$ cat config.mk
export PLATFORM = sky130hd
export DESIGN_NAME = atan2_special_resolver
export DESIGN_NICKNAME = d
export VERILOG_FILES = /design/src/rtl/atan2_sv_pkg.sv /design/src/rtl/atan2_fp_classify.sv /design/src/rtl/atan2_rule_table.sv /design/src/rtl/atan2_out_stage.sv /design/src/rtl/atan2_special_resolver.sv
export SDC_FILE = /design/constraint.sdc
export NUM_CORES = 1
export LEC_CHECK = 0
export ABC_AREA = 0
export CAP_MARGIN = 5
export CORE_ASPECT_RATIO = 0.75
export CORE_MARGIN = 2
export CORE_UTILIZATION = 55
export DETAILED_ROUTE_END_ITERATION = 16
export DONT_BUFFER_PORTS = 1
export GPL_ROUTABILITY_DRIVEN = 0
export PLACE_DENSITY = 0.7
export SYNTH_ARGS = -nofsm -noshare
export SYNTH_HDL_FRONTEND = slang
export SYNTH_SLANG_ARGS = --single-unit
export TNS_END_PERCENT = 1
$ cat constraint.sdc
create_clock -name clk -period 2.5 [get_ports clk]
set_clock_uncertainty 0.2 [all_clocks]
set_input_delay 0.25 -clock clk [delete_from_list [all_inputs] [get_ports clk]]
set_output_delay 0.25 -clock clk [all_outputs]
set_load 0.01 [all_outputs]
$ cat src/rtl/atan2_sv_pkg.sv
package atan2_sv_pkg;

    localparam int EXP_W  = 8;
    localparam int MAN_W  = 23;
    localparam int FP_W   = 1 + EXP_W + MAN_W;
    localparam int QBIT   = MAN_W - 1;

    localparam logic [FP_W-2:0] MAG_PI     = 31'h40490FDB;
    localparam logic [FP_W-2:0] MAG_PI_2   = 31'h3FC90FDB;
    localparam logic [FP_W-2:0] MAG_PI_4   = 31'h3F490FDB;
    localparam logic [FP_W-2:0] MAG_3PI_4  = 31'h4016CBE4;

    typedef enum logic [2:0] {
        CLS_ZERO,
        CLS_SUB,
        CLS_NORM,
        CLS_INF,
        CLS_QNAN,
        CLS_SNAN
    } fp_cls_e;

    typedef struct packed {
        fp_cls_e cls;
        logic    sign;
    } opnd_info_t;

    typedef struct packed {
        logic [FP_W-1:0] res;
        logic            bypass;
        logic            general;
        logic            invalid;
    } verdict_t;

    typedef struct packed {
        verdict_t        vd;
        logic [FP_W-1:0] y;
        logic [FP_W-1:0] x;
    } payload_t;

    function automatic logic cls_is_nan(fp_cls_e c);
        return (c == CLS_QNAN) || (c == CLS_SNAN);
    endfunction

    function automatic logic cls_is_finite(fp_cls_e c);
        return (c == CLS_ZERO) || (c == CLS_SUB) || (c == CLS_NORM);
    endfunction

endpackage

$ cat src/rtl/atan2_fp_classify.sv
module atan2_fp_classify
    import atan2_sv_pkg::*;
#(
    parameter int E_W = EXP_W,
    parameter int M_W = MAN_W
) (
    input  logic [E_W+M_W:0] val,
    output opnd_info_t       info
);
    localparam logic [E_W-1:0] EXP_ONES = '1;

    logic [E_W-1:0] ex;
    logic [M_W-1:0] mn;

    always_comb begin
        ex        = val[E_W+M_W-1:M_W];
        mn        = val[M_W-1:0];
        info.sign = val[E_W+M_W];
        if (ex == EXP_ONES) begin
            if (mn == '0)          info.cls = CLS_INF;
            else if (mn[M_W-1])    info.cls = CLS_QNAN;
            else                   info.cls = CLS_SNAN;
        end else if (ex == '0) begin
            // subnormals stay nonzero
            info.cls = (mn == '0) ? CLS_ZERO : CLS_SUB;
        end else begin
            info.cls = CLS_NORM;
        end
    end
endmodule

$ cat src/rtl/atan2_rule_table.sv
module atan2_rule_table
    import atan2_sv_pkg::*;
(
    input  logic [FP_W-1:0] y,
    input  logic [FP_W-1:0] x,
    input  opnd_info_t      yi,
    input  opnd_info_t      xi,
    output verdict_t        vd
);
    localparam logic [FP_W-1:0] QUIET_MASK = FP_W'(1) << QBIT;

    logic ys;

    always_comb begin
        ys         = yi.sign;
        vd         = '0;
        vd.bypass  = 1'b1;
        vd.invalid = (xi.cls == CLS_SNAN) || (yi.cls == CLS_SNAN);
        if (cls_is_nan(xi.cls)) begin
            vd.res = x | QUIET_MASK;
        end else if (cls_is_nan(yi.cls)) begin
            vd.res = y | QUIET_MASK;
        end else if (xi.cls == CLS_INF && !xi.sign) begin
            vd.res = (yi.cls == CLS_INF) ? {ys, MAG_PI_4} : {ys, 31'b0};
        end else if (xi.cls == CLS_INF) begin
            vd.res = (yi.cls == CLS_INF) ? {ys, MAG_3PI_4} : {ys, MAG_PI};
        end else if (yi.cls == CLS_INF) begin
            vd.res = {ys, MAG_PI_2};
        end else if (xi.cls == CLS_ZERO && yi.cls != CLS_ZERO) begin
            vd.res = {ys, MAG_PI_2};
        end else if (yi.cls == CLS_ZERO) begin
            vd.res = xi.sign ? {ys, MAG_PI} : {ys, 31'b0};
        end else begin
            vd.bypass  = 1'b0;
            vd.general = 1'b1;
        end
    end
endmodule

$ cat src/rtl/atan2_out_stage.sv
module atan2_out_stage
    import atan2_sv_pkg::*;
#(
    parameter bit REGISTERED = 1'b1
) (
    input  logic     clk,
    input  logic     rst_n,
    input  logic     up_valid,
    output logic     up_ready,
    input  payload_t up_pl,
    output logic     dn_valid,
    input  logic     dn_ready,
    output payload_t dn_pl
);
    generate
        if (REGISTERED) begin : g_reg
            typedef struct packed {
                logic     vld;
                payload_t pl;
            } stage_t;

            stage_t st_d, st_q;

            always_comb begin
                st_d = st_q;
                if (dn_ready) st_d.vld = 1'b0;
                if (up_valid && up_ready) begin
                    st_d.vld = 1'b1;
                    st_d.pl  = up_pl;
                end
            end

            always_ff @(posedge clk or negedge rst_n) begin
                if (!rst_n) st_q <= '0;
                else        st_q <= st_d;
            end

            assign up_ready = !st_q.vld || dn_ready;
            assign dn_valid = st_q.vld;
            assign dn_pl    = st_q.pl;
        end else begin : g_pass
            assign up_ready = dn_ready;
            assign dn_valid = up_valid;
            assign dn_pl    = up_pl;
        end
    endgenerate
endmodule

$ cat src/rtl/atan2_special_resolver.sv
module atan2_special_resolver
    import atan2_sv_pkg::*;
#(
    parameter bit REGISTERED = 1'b1
) (
    input  logic            clk,
    input  logic            rst_n,
    input  logic            in_valid,
    output logic            in_ready,
    input  logic [FP_W-1:0] in_y,
    input  logic [FP_W-1:0] in_x,
    output logic            out_valid,
    input  logic            out_ready,
    output logic [FP_W-1:0] out_result,
    output logic            out_bypass,
    output logic            out_general,
    output logic            out_invalid,
    output logic [FP_W-1:0] out_y,
    output logic [FP_W-1:0] out_x
);
    localparam int N_OPND = 2;

    logic [N_OPND-1:0][FP_W-1:0] opnd;
    opnd_info_t                  info [N_OPND];
    verdict_t                    vd;
    payload_t                    pl_in, pl_out;

    assign opnd[0] = in_x;
    assign opnd[1] = in_y;

    generate
        for (genvar i = 0; i < N_OPND; i++) begin : g_cls
            atan2_fp_classify #(.E_W(EXP_W), .M_W(MAN_W)) u_cls (
                .val  (opnd[i]),
                .info (info[i])
            );
        end
    endgenerate

    atan2_rule_table u_rules (
        .y  (in_y),
        .x  (in_x),
        .yi (info[1]),
        .xi (info[0]),
        .vd (vd)
    );

    assign pl_in.vd = vd;
    assign pl_in.y  = in_y;
    assign pl_in.x  = in_x;

    atan2_out_stage #(.REGISTERED(REGISTERED)) u_stage (
        .clk      (clk),
        .rst_n    (rst_n),
        .up_valid (in_valid),
        .up_ready (in_ready),
        .up_pl    (pl_in),
        .dn_valid (out_valid),
        .dn_ready (out_ready),
        .dn_pl    (pl_out)
    );

    assign out_result  = pl_out.vd.res;
    assign out_bypass  = pl_out.vd.bypass;
    assign out_general = pl_out.vd.general;
    assign out_invalid = pl_out.vd.invalid;
    assign out_y       = pl_out.y;
    assign out_x       = pl_out.x;
endmodule

==> metrics.txt, run 1 <==
fin nets between 600 and 700; cts hold-fix bufs between 60 and 70; die height 82.6 um; Critical Path End Type flip-flop; Slew Limit Fails 0; drt total wl 13.5 mm; outcome complete, but fails checks; Worst Setup Slack, final around 0.30 ns; WP data required ~2.6 ns; Unique masters post-synth between 40 and 50; total CTS buffers 9; CTS tree done; CP Buf/Inv Count 1; largest net degree at the start of global routing a little over 100; WS Path Type primary input to flip-flop; Slew HR between 40% and 50%; Worst Setup Start Kind primary input; routed via count 3,979; Seq cells post-synth 100; Area growth syn-to-layout 23.7%; violations in the final reports hold timing; Final setup violation count 0; critical path arrival 2.26 ns; clk slew on worst S/H paths around 0.10 ns; most frequent cells in the layout nand2_1, dfrtp_1, dlygate4sd3_1; reg2reg setup slack ~0.41 ns; Cells after DPL 617; final worst path period need between 2 and 2.5 ns; worst-path cell with the longest stage delay or4_1; Hold Fails Final Rpt 100; initial antenna violation count 0; cells after synthesis 521; worst hold path class primary input to asynchronous set/reset pin; RSZ-0062 raised after global routing no; Clock Latency Late Sink between 0.3 and 0.4 ns; Max Clk Rate about 0.45 GHz; Post-Syn Area 4530 sq um; Crit. Startpoint in_y[24]; Die W about 110 um; synthesized net count between 500 and 600; final std cells w/o fill roughly 700; CTS root buf clkbuf_8; 1st-iter DRT viols around 310; sequential cell area fraction in the yosys report 55.3%; drt wl/cell approximately 19 um; drt pass-1 iters 5; fin crit share between 80 and 90%; IO Pins between 150 and 200; commonest non-fill, non-tap cell in the layout nand2_1; Top FF cell, synth dfrtp_1; crit-path max cell delay around 0.54 ns; area used by multi-input combinational logic 1900 sq um; full die area 8980 sq um; Seq. cell area around 2500 sq um; H-tree Lvls 3; first-pass GRT wire length 20.6 mm; ys async rst share 100%; cell family with the largest share of critical-path delay simple AND/OR/NAND/NOR gates; post-DR vias/cell between 5 and 6; vias in the first global route between 4,000 and 5,000; Worst Max-Slew Pin Slew ~0.82 ns; dpl hpwl 8.83 mm; P per Cell Area roughly 640 nW/um^2; Routed Antenna Nets 0; number of port buffers 0; R2R Path Start u_stage.dn_valid; Initial Util between 50% and 60%; clock sinks 100; worst-path cell chain or4_1 > or4_4 > o21bai_1 > a2bb2oi_2 > nor3b_2 > buf_4 > nor2_1; Total GRT Usage 30.6%; remaining routing DRC violations 0; gr ovfl total 0; clk buf depth 2; Std-Cell Rows 28; core area 7950 sq um; leakage power roughly 2.7 nW; Max Cap Violations 0; syn avg cell area between 8 and 9 sq um; share of cells above drive strength 1 under 10%; worst hold margin -0.642 ns; post-place setup slack -0.0579 ns; n_diodes 0; Post-synth EDFFs 0; Max VDD drop roughly 0.38 mV; fill cell count 615; Synth warnings 0; worst-path fanout max 6
path summary, 6_finish.rpt:
check                      depth (start not counted)                 to
min                                                0  u_stage.dn_pl[50]
min reg2reg                                        2  u_stage.dn_pl[13]
max                                                7  u_stage.dn_pl[91]
max reg2reg                                        5  u_stage.dn_pl[75]
min in group clk                                   3  u_stage.dn_pl[68]
max in group asynchronous                          0  u_stage.dn_pl[67]
cell families (layout without fill, tap and decap cells):
| logic type | count (synthesis) | in the layout | share of synthesized area, % |
|---|---|---|---|
| flops | 100 | 100 | 55.3 |
| simple gates | 320 | 320 | 31.0 |
| buf+inv | 30 | 101 | 2.93 |
| compound gates | 71 | 71 | 10.8 |
timing repair:
item,CTS,global route
endpoints found under the setup margin,0,0
setup buffers,0,0
hold endpoints to repair,185,100
resized for setup,0,0
per-layer routing:
layer | GRT usage, % | part of all wire [%] | up-vias
li1 | - | - | 1873
met1 | 38.0 | 41 | 1913
met2 | 52.2 | 49 | 170
met3 | 9.58 | 8.4 | 23
met4 | 8.46 | 1.8 | 0
met5 | 0 | 0 | -
metrics by stage:
step / TNS, ns / power, mW / cell area, sq um / utilization [%]
CTS: 0 / 3.57 / 5600 / 70.4
global placement: -0.0546 / 2.31 / 4730 / 59.4
finish: 0 / 3.56 / 5600 / 70.4
global route: 0 / 3.71 / 5600 / 70.4
floorplan: 0 / 2.23 / 4530 / -
detailed placement: -0.704 / 2.33 / 4730 / 59.4
cells in the mapped netlist (2+ instances only):
master / instances / share of area (%)
or4_4: 2 / 0.50
nor2_1: 34 / 2.8
nor4_1: 13 / 1.8
a21oi_1: 7 / 0.77
a22oi_1: 2 / 0.33
buf_6: 2 / 0.50
dfrtp_1: 100 / 55
and2_1: 7 / 0.97
nor3_1: 19 / 2.1
a2bb2oi_1: 5 / 0.97
and4_1: 3 / 0.58
o21a_1: 7 / 1.2
nand2b_1: 2 / 0.28
or3_1: 2 / 0.28
nand4_1: 5 / 0.69
o21ai_0: 24 / 2.7
a211oi_1: 8 / 1.3
clkbuf_1: 24 / 2.0
nand2_1: 219 / 18
o31ai_2: 2 / 0.55
a31oi_1: 6 / 0.83
o21bai_1: 2 / 0.33
and4b_1: 2 / 0.44
or4_1: 6 / 1.0
power breakdown:
part	internal, mW	switching (mW)
clock network	0.573	0.585
registers	1.79	0.214
logic	0.183	0.214
final cells by class:
cell class | count | area share, %
clock buffer | 9 | 2.21
clock inverter | 6 | 1.72
inverter | 1 | 0.0671
multi-input combinational | 391 | 34.0
sequential | 100 | 44.7
tap | 105 | 2.35
timing repair buffer | 85 | 15.0
sequential cells by signal, summed over array words and instances (netlist names):
| register | cells |
|---|---|
| u_stage.dn_valid | 1 |
| u_stage.dn_pl | 99 |
Note: power is estimated with default switching activity, not from simulation.
==> run 2, diff against run 1 <==
--- a/config.mk
+++ b/config.mk
@@ -7,13 +7,16 @@
 export LEC_CHECK = 0
 export ABC_AREA = 0
 export CAP_MARGIN = 5
+export CELL_PAD_IN_SITES_DETAIL_PLACEMENT = 1
+export CELL_PAD_IN_SITES_GLOBAL_PLACEMENT = 2
 export CORE_ASPECT_RATIO = 0.75
 export CORE_MARGIN = 2
-export CORE_UTILIZATION = 55
+export CORE_UTILIZATION = 35
+export CTS_CLUSTER_DIAMETER = 100
 export DETAILED_ROUTE_END_ITERATION = 16
 export DONT_BUFFER_PORTS = 1
 export GPL_ROUTABILITY_DRIVEN = 0
-export PLACE_DENSITY = 0.7
+export PLACE_DENSITY_LB_ADDON = 0.1
 export SYNTH_ARGS = -nofsm -noshare
 export SYNTH_HDL_FRONTEND = slang
 export SYNTH_SLANG_ARGS = --single-unit
==> run 2 against run 1 <==
Net effect:
- the run still ends with hold timing left
- register-to-register slack improved by 0.09 ns
- worst hold slack improved by 0.034 ns
- routed wire length is 21% higher
- non-clock buffer count rose by 3
- critical endpoint is now u_stage.dn_pl[67]
- largest power group unchanged
==> metrics.txt, run 2 (synthesis results as in run 1) <==
worst-path fanout max 7 (+1); area used by multi-input combinational logic 1900 sq um (unchanged); core area 12,400 sq um (+56%); full die area 13,900 sq um (+54%); WP data required 2.52 ns (-0.04 ns); Clock Latency Late Sink 0.34 ns (-0.02 ns); final worst path period need 2.30 ns (+0.0966 ns); Worst Setup Slack, final 0.205 ns (-0.0966 ns); Area growth syn-to-layout 27.1%; CTS tree done; first-pass GRT wire length 25.3 mm (+23%); fill cell count 1,485 (+140%); Max VDD drop 0.337 mV (-11%); Slew Limit Fails 0 (unchanged); post-DR vias/cell 5.28 (-7.5%); commonest non-fill, non-tap cell in the layout nand2_1; share of cells above drive strength 1 8.89% (+0.62 points); P per Cell Area 653 nW/um^2 (+2.7%); Critical Path End Type flip-flop; critical path arrival 2.31 ns (+0.05 ns); outcome complete, but fails checks; design area 5750 sq um (+2.7%); IO Pins 169 (unchanged); DP Area 4820 sq um (+2.1%); Routed Antenna Nets 0 (unchanged); Total Power 3.76 mW (+5.6%); Final setup violation count 0 (unchanged); drt pass-1 iters 4 (-1); drt wl/cell 21.5 um (+11%); routed via count 4,022 (+1.1%); clk slew on worst S/H paths 0.07 ns (-0.03 ns); leakage power 2.70 nW (+1.2%); Die W 135 um (+24%); clk buf depth 2 (unchanged); worst hold path class primary input to asynchronous set/reset pin; Seq. cell area 2500 sq um (unchanged); H-tree Lvls 3 (unchanged); die height 102 um (+24%); 1st-iter DRT viols 138 (-56%); Worst Setup Start Kind primary input; fin crit share 91.8% (+3.9 points); number of port buffers 0 (unchanged); clock sinks 100 (unchanged); remaining routing DRC violations 0 (unchanged); Hold Fails Final Rpt 100 (unchanged); Final Core Density 46.2% (-24 points); n_diodes 0 (unchanged); gr ovfl total 0 (unchanged); max FFs per register 99 (unchanged); cells resized by post-CTS repair 0 (unchanged); RSZ-0062 raised after global routing no; vias in the first global route 4,522 (+11%); WS Path Type primary input to flip-flop; violations in the final reports hold timing; initial antenna violation count 0 (unchanged); drt total wl 16.4 mm (+21%); Total GRT Usage 24.3% (-6.3 points); Slew HR 53.8% (+8.4 points); most frequent cells in the layout nand2_1, dfrtp_1, dlygate4sd3_1; worst hold margin -0.607 ns (+0.0340 ns); Max Clk Rate 0.436 GHz (-4.2%); total CTS buffers 9 (unchanged); dpl hpwl 11.0 mm (+25%); post-place setup slack -0.147 ns (-0.0895 ns); fin nets 659 (+0.46%); CTS root buf clkbuf_16; setup TNS 0 ns (unchanged); Initial Util 36.4% (-21 points); Max Cap Violations 0 (unchanged); Std-Cell Rows 35 (+25%); Worst Max-Slew Pin Slew 0.691 ns (-0.126 ns); cts hold-fix bufs 65 (unchanged); largest net degree at the start of global routing 101 (unchanged)
-- run 2: changes by cell type in the layout (fill, tap and decap cells not counted) --
cell and delta:
clkbuf_16 +9, clkbuf_8 -9, bufinv_16 -2, inv_8 -1, buf_4 +3, clkinvlp_4 +2, clkinv_2 +2
-- run 2: per-layer routing --
| metal | global-route usage (%) | routed length, um | up-vias |
|---|---|---|---|
| met4 | 6.17 | 264 | 0 |
| met1 | 29.9 | 6920 | 2003 |
| met2 | 42.3 | 7980 | 120 |
| li1 | - | - | 1880 |
| met3 | 7.34 | 1200 | 19 |
| met5 | 0 | 0 | - |
-- run 2: timing repair --
item                                   4_1_cts  5_1_grt
endpoints found under the hold margin      182      100
setup endpoints to repair                    0        0
buffers inserted                             0        0
-- run 2: stage by stage --
stage	hold slack, ns	instances
after floorplan	-0.246	521
after global placement	-0.243	681
after detailed placement	-0.243	681
after CTS	-0.618	762
after global routing	-0.628	762
final	-0.607	762
-- run 2: cell type report --
cell class	count	area share, %
multi-input combinational	391	33.1
sequential	100	43.5
clock inverter	7	0.870
timing repair buffer	88	15.0
clock buffer	9	3.92
inverter	1	0.0653
tap	166	3.61
-- run 2: final timing paths --
| check | startpoint | end | slack [ns] | cells past startpoint |
|---|---|---|---|---|
| max | in_y[24] | u_stage.dn_pl[67] | 0.20 | 6 |
| min | rst_n | u_stage.dn_pl[37] | -0.61 | 0 |
| max reg2reg | u_stage.dn_valid | u_stage.dn_pl[67] | 0.50 | 5 |
| min reg2reg | u_stage.dn_pl[2] | u_stage.dn_pl[2] | 0.35 | 2 |
| max in group asynchronous | rst_n | u_stage.dn_pl[67] | 2.59 | 0 |
| min in group clk | in_y[6] | u_stage.dn_pl[73] | 0.01 | 3 |
-- run 2: worst max-delay path, cell delays in order --
cell and delay (ns):
or4_1 0.54, or4_4 0.55, o21bai_1 0.23, o21bai_1 0.27, nor4_1 0.38, nor3_1 0.10
-- run 2: power breakdown --
part | switching (mW) | internal [mW] | total, mW
clock network | 0.662 | 0.680 | 1.34
logic | 0.220 | 0.184 | 0.404
registers | 0.220 | 1.79 | 2.01
total | 1.10 | 2.66 | 3.76
==> run 3, diff against run 2 <==
--- a/config.mk
+++ b/config.mk
@@ -17,6 +17,7 @@
 export DONT_BUFFER_PORTS = 1
 export GPL_ROUTABILITY_DRIVEN = 0
 export PLACE_DENSITY_LB_ADDON = 0.1
+export SETUP_SLACK_MARGIN = 0.4
 export SYNTH_ARGS = -nofsm -noshare
 export SYNTH_HDL_FRONTEND = slang
 export SYNTH_SLANG_ARGS = --single-unit
==> run 3 against run 2 <==
Net effect:
- the run still ends with hold timing left
- worst setup slack better by 0.12 ns
- sequential power about the same
- largest power group unchanged
- maximum frequency up 5.6%
- combinational power about the same
- first-iteration DRC count unchanged
- cell count up 0.39%
- critical path depth unchanged
- non-clock buffer count up 2
- die area unchanged
- design area up 1.4%
- via count about the same
- clock-buffer cell count up 1
==> metrics.txt, run 3 (synthesis results as in run 1) <==
most frequent cells in the layout nand2_1, dfrtp_1, dlygate4sd3_1; Worst Max-Slew Pin Slew 0.635 ns (-0.0567 ns); RSZ-0062 raised after global routing yes; core area 12,400 sq um (unchanged); Total Power 3.77 mW (+0.34%); Worst Setup Slack, final 0.328 ns (+0.123 ns); Worst Setup Start Kind primary input; number of port buffers 0 (unchanged); CTS root buf clkbuf_16; post-place setup slack -0.124 ns (+0.0239 ns); WS Path Type primary input to flip-flop; largest net degree at the start of global routing 101 (unchanged); Area growth syn-to-layout 28.9%; initial antenna violation count 1 (+1); Final Core Density 46.9% (+0.65 points); share of cells above drive strength 1 10.0% (+1.1 points); drt total wl 16.3 mm (-0.24%); outcome complete, but fails checks; WP data required 2.52 ns (about the same); worst-path fanout max 6 (-1); full die area 13,900 sq um (unchanged); H-tree Lvls 3 (unchanged); leakage power 2.74 nW (+1.2%); CTS tree done; final worst path period need 2.17 ns (-0.123 ns); clk slew on worst S/H paths 0.07 ns (about the same); P per Cell Area 646 nW/um^2 (-1.1%); Clock Latency Late Sink 0.34 ns (about the same); setup TNS 0 ns (unchanged); Max VDD drop 0.337 mV (about the same); total CTS buffers 9 (unchanged); worst hold margin -0.613 ns (-0.00536 ns); gr ovfl total 0 (unchanged); clk buf depth 2 (unchanged); critical path arrival 2.20 ns (-0.11 ns); Total GRT Usage 24.1% (-0.16 points); routed via count 4,018 (-0.099%); worst hold path class primary input to asynchronous set/reset pin; Max Cap Violations 0 (unchanged); IO Pins 169 (unchanged); Hold Fails Final Rpt 100 (unchanged); first-pass GRT wire length 25.1 mm (-0.76%); Slew Limit Fails 0 (unchanged); Std-Cell Rows 35 (unchanged); Critical Path End Type flip-flop; remaining routing DRC violations 0 (unchanged); 1st-iter DRT viols 138 (unchanged); drt wl/cell 21.3 um (-0.63%); Cells after DPL 680 (-0.15%); design area 5830 sq um (+1.4%); post-DR vias/cell 5.25 (-0.49%); fin nets 661 (+0.30%); Slew HR 57.6% (+3.8 points); drt pass-1 iters 5 (+1); DP Area 4840 sq um (+0.23%); Max Clk Rate 0.460 GHz (+5.6%); commonest non-fill, non-tap cell in the layout nand2_1; clock sinks 100 (unchanged); Final setup violation count 0 (unchanged); Die W 135 um (unchanged); violations in the final reports hold timing; dpl hpwl 11.3 mm (+3.0%); vias in the first global route 4,416 (-2.3%); final std cells w/o fill 765 (+0.39%); Initial Util 36.4% (unchanged); die height 102 um (unchanged); Routed Antenna Nets 0 (unchanged); cts hold-fix bufs 65 (unchanged); fin crit share 86.9% (-4.9 points); max FFs per register 99 (unchanged)
run 3: cell count changes in the layout (fill, tap and decap cells not counted), sizes merged:
cell	delta
buf	+2
clkbuf	+1
clkinvlp	-1
diode	+1
run 3: worst max-delay path, stage by stage:
cell and delay (ns):
or4_4 0.52, or4_4 0.59, o21bai_4 0.21, a2bb2oi_4 0.19
nor3b_4 0.35, nor2_1 0.09
run 3: where the power goes:
group / total, mW / switching (mW) / internal [mW]
sequential: 2.01 / 0.222 / 1.79
clock: 1.35 / 0.663 / 0.687
combinational: 0.407 / 0.221 / 0.186
total: 3.77 / 1.10 / 2.66
run 3: per-layer routing:
layer	track usage (%)	up-vias	wire length [um]
li1	-	1890	-
met2	42.1	129	7970
met5	0	-	0
met1	29.7	1985	6810
met4	5.05	0	162
met3	7.84	14	1390
run 3: worst paths after layout:
kind / cells past startpoint / end / slack, ns / from
setup / recovery: 6 / u_stage.dn_pl[93] / 0.33 / in_y[24]
hold / removal: 0 / u_stage.dn_pl[58] / -0.61 / rst_n
setup reg to reg: 5 / u_stage.dn_pl[73] / 0.53 / u_stage.dn_valid
hold reg to reg: 2 / u_stage.dn_pl[56] / 0.35 / u_stage.dn_pl[56]
max in group asynchronous: 0 / u_stage.dn_pl[13] / 2.56 / rst_n
min in group clk: 2 / u_stage.dn_pl[69] / 0.01 / in_x[2]
run 3: area by class of cell:
cell class              count  area, sq um
fillers                  1450         6610
flip-flops and latches    100         2500
multi-input cells         391         1950
repair buffers             90          888
clock buffers              10          229
well taps                 166          208
clock inverters             6         48.8
inverters                   1         3.75
diodes                      1         2.50
run 3: what timing repair did:
action / 4_1_cts / 5_1_grt
gates resized for setup: 5 / 4
hold endpoints to repair: 181 / 100
pin swaps: 6 / 7
setup buffers: 3 / 0
endpoints found under the setup margin: 19 / 77
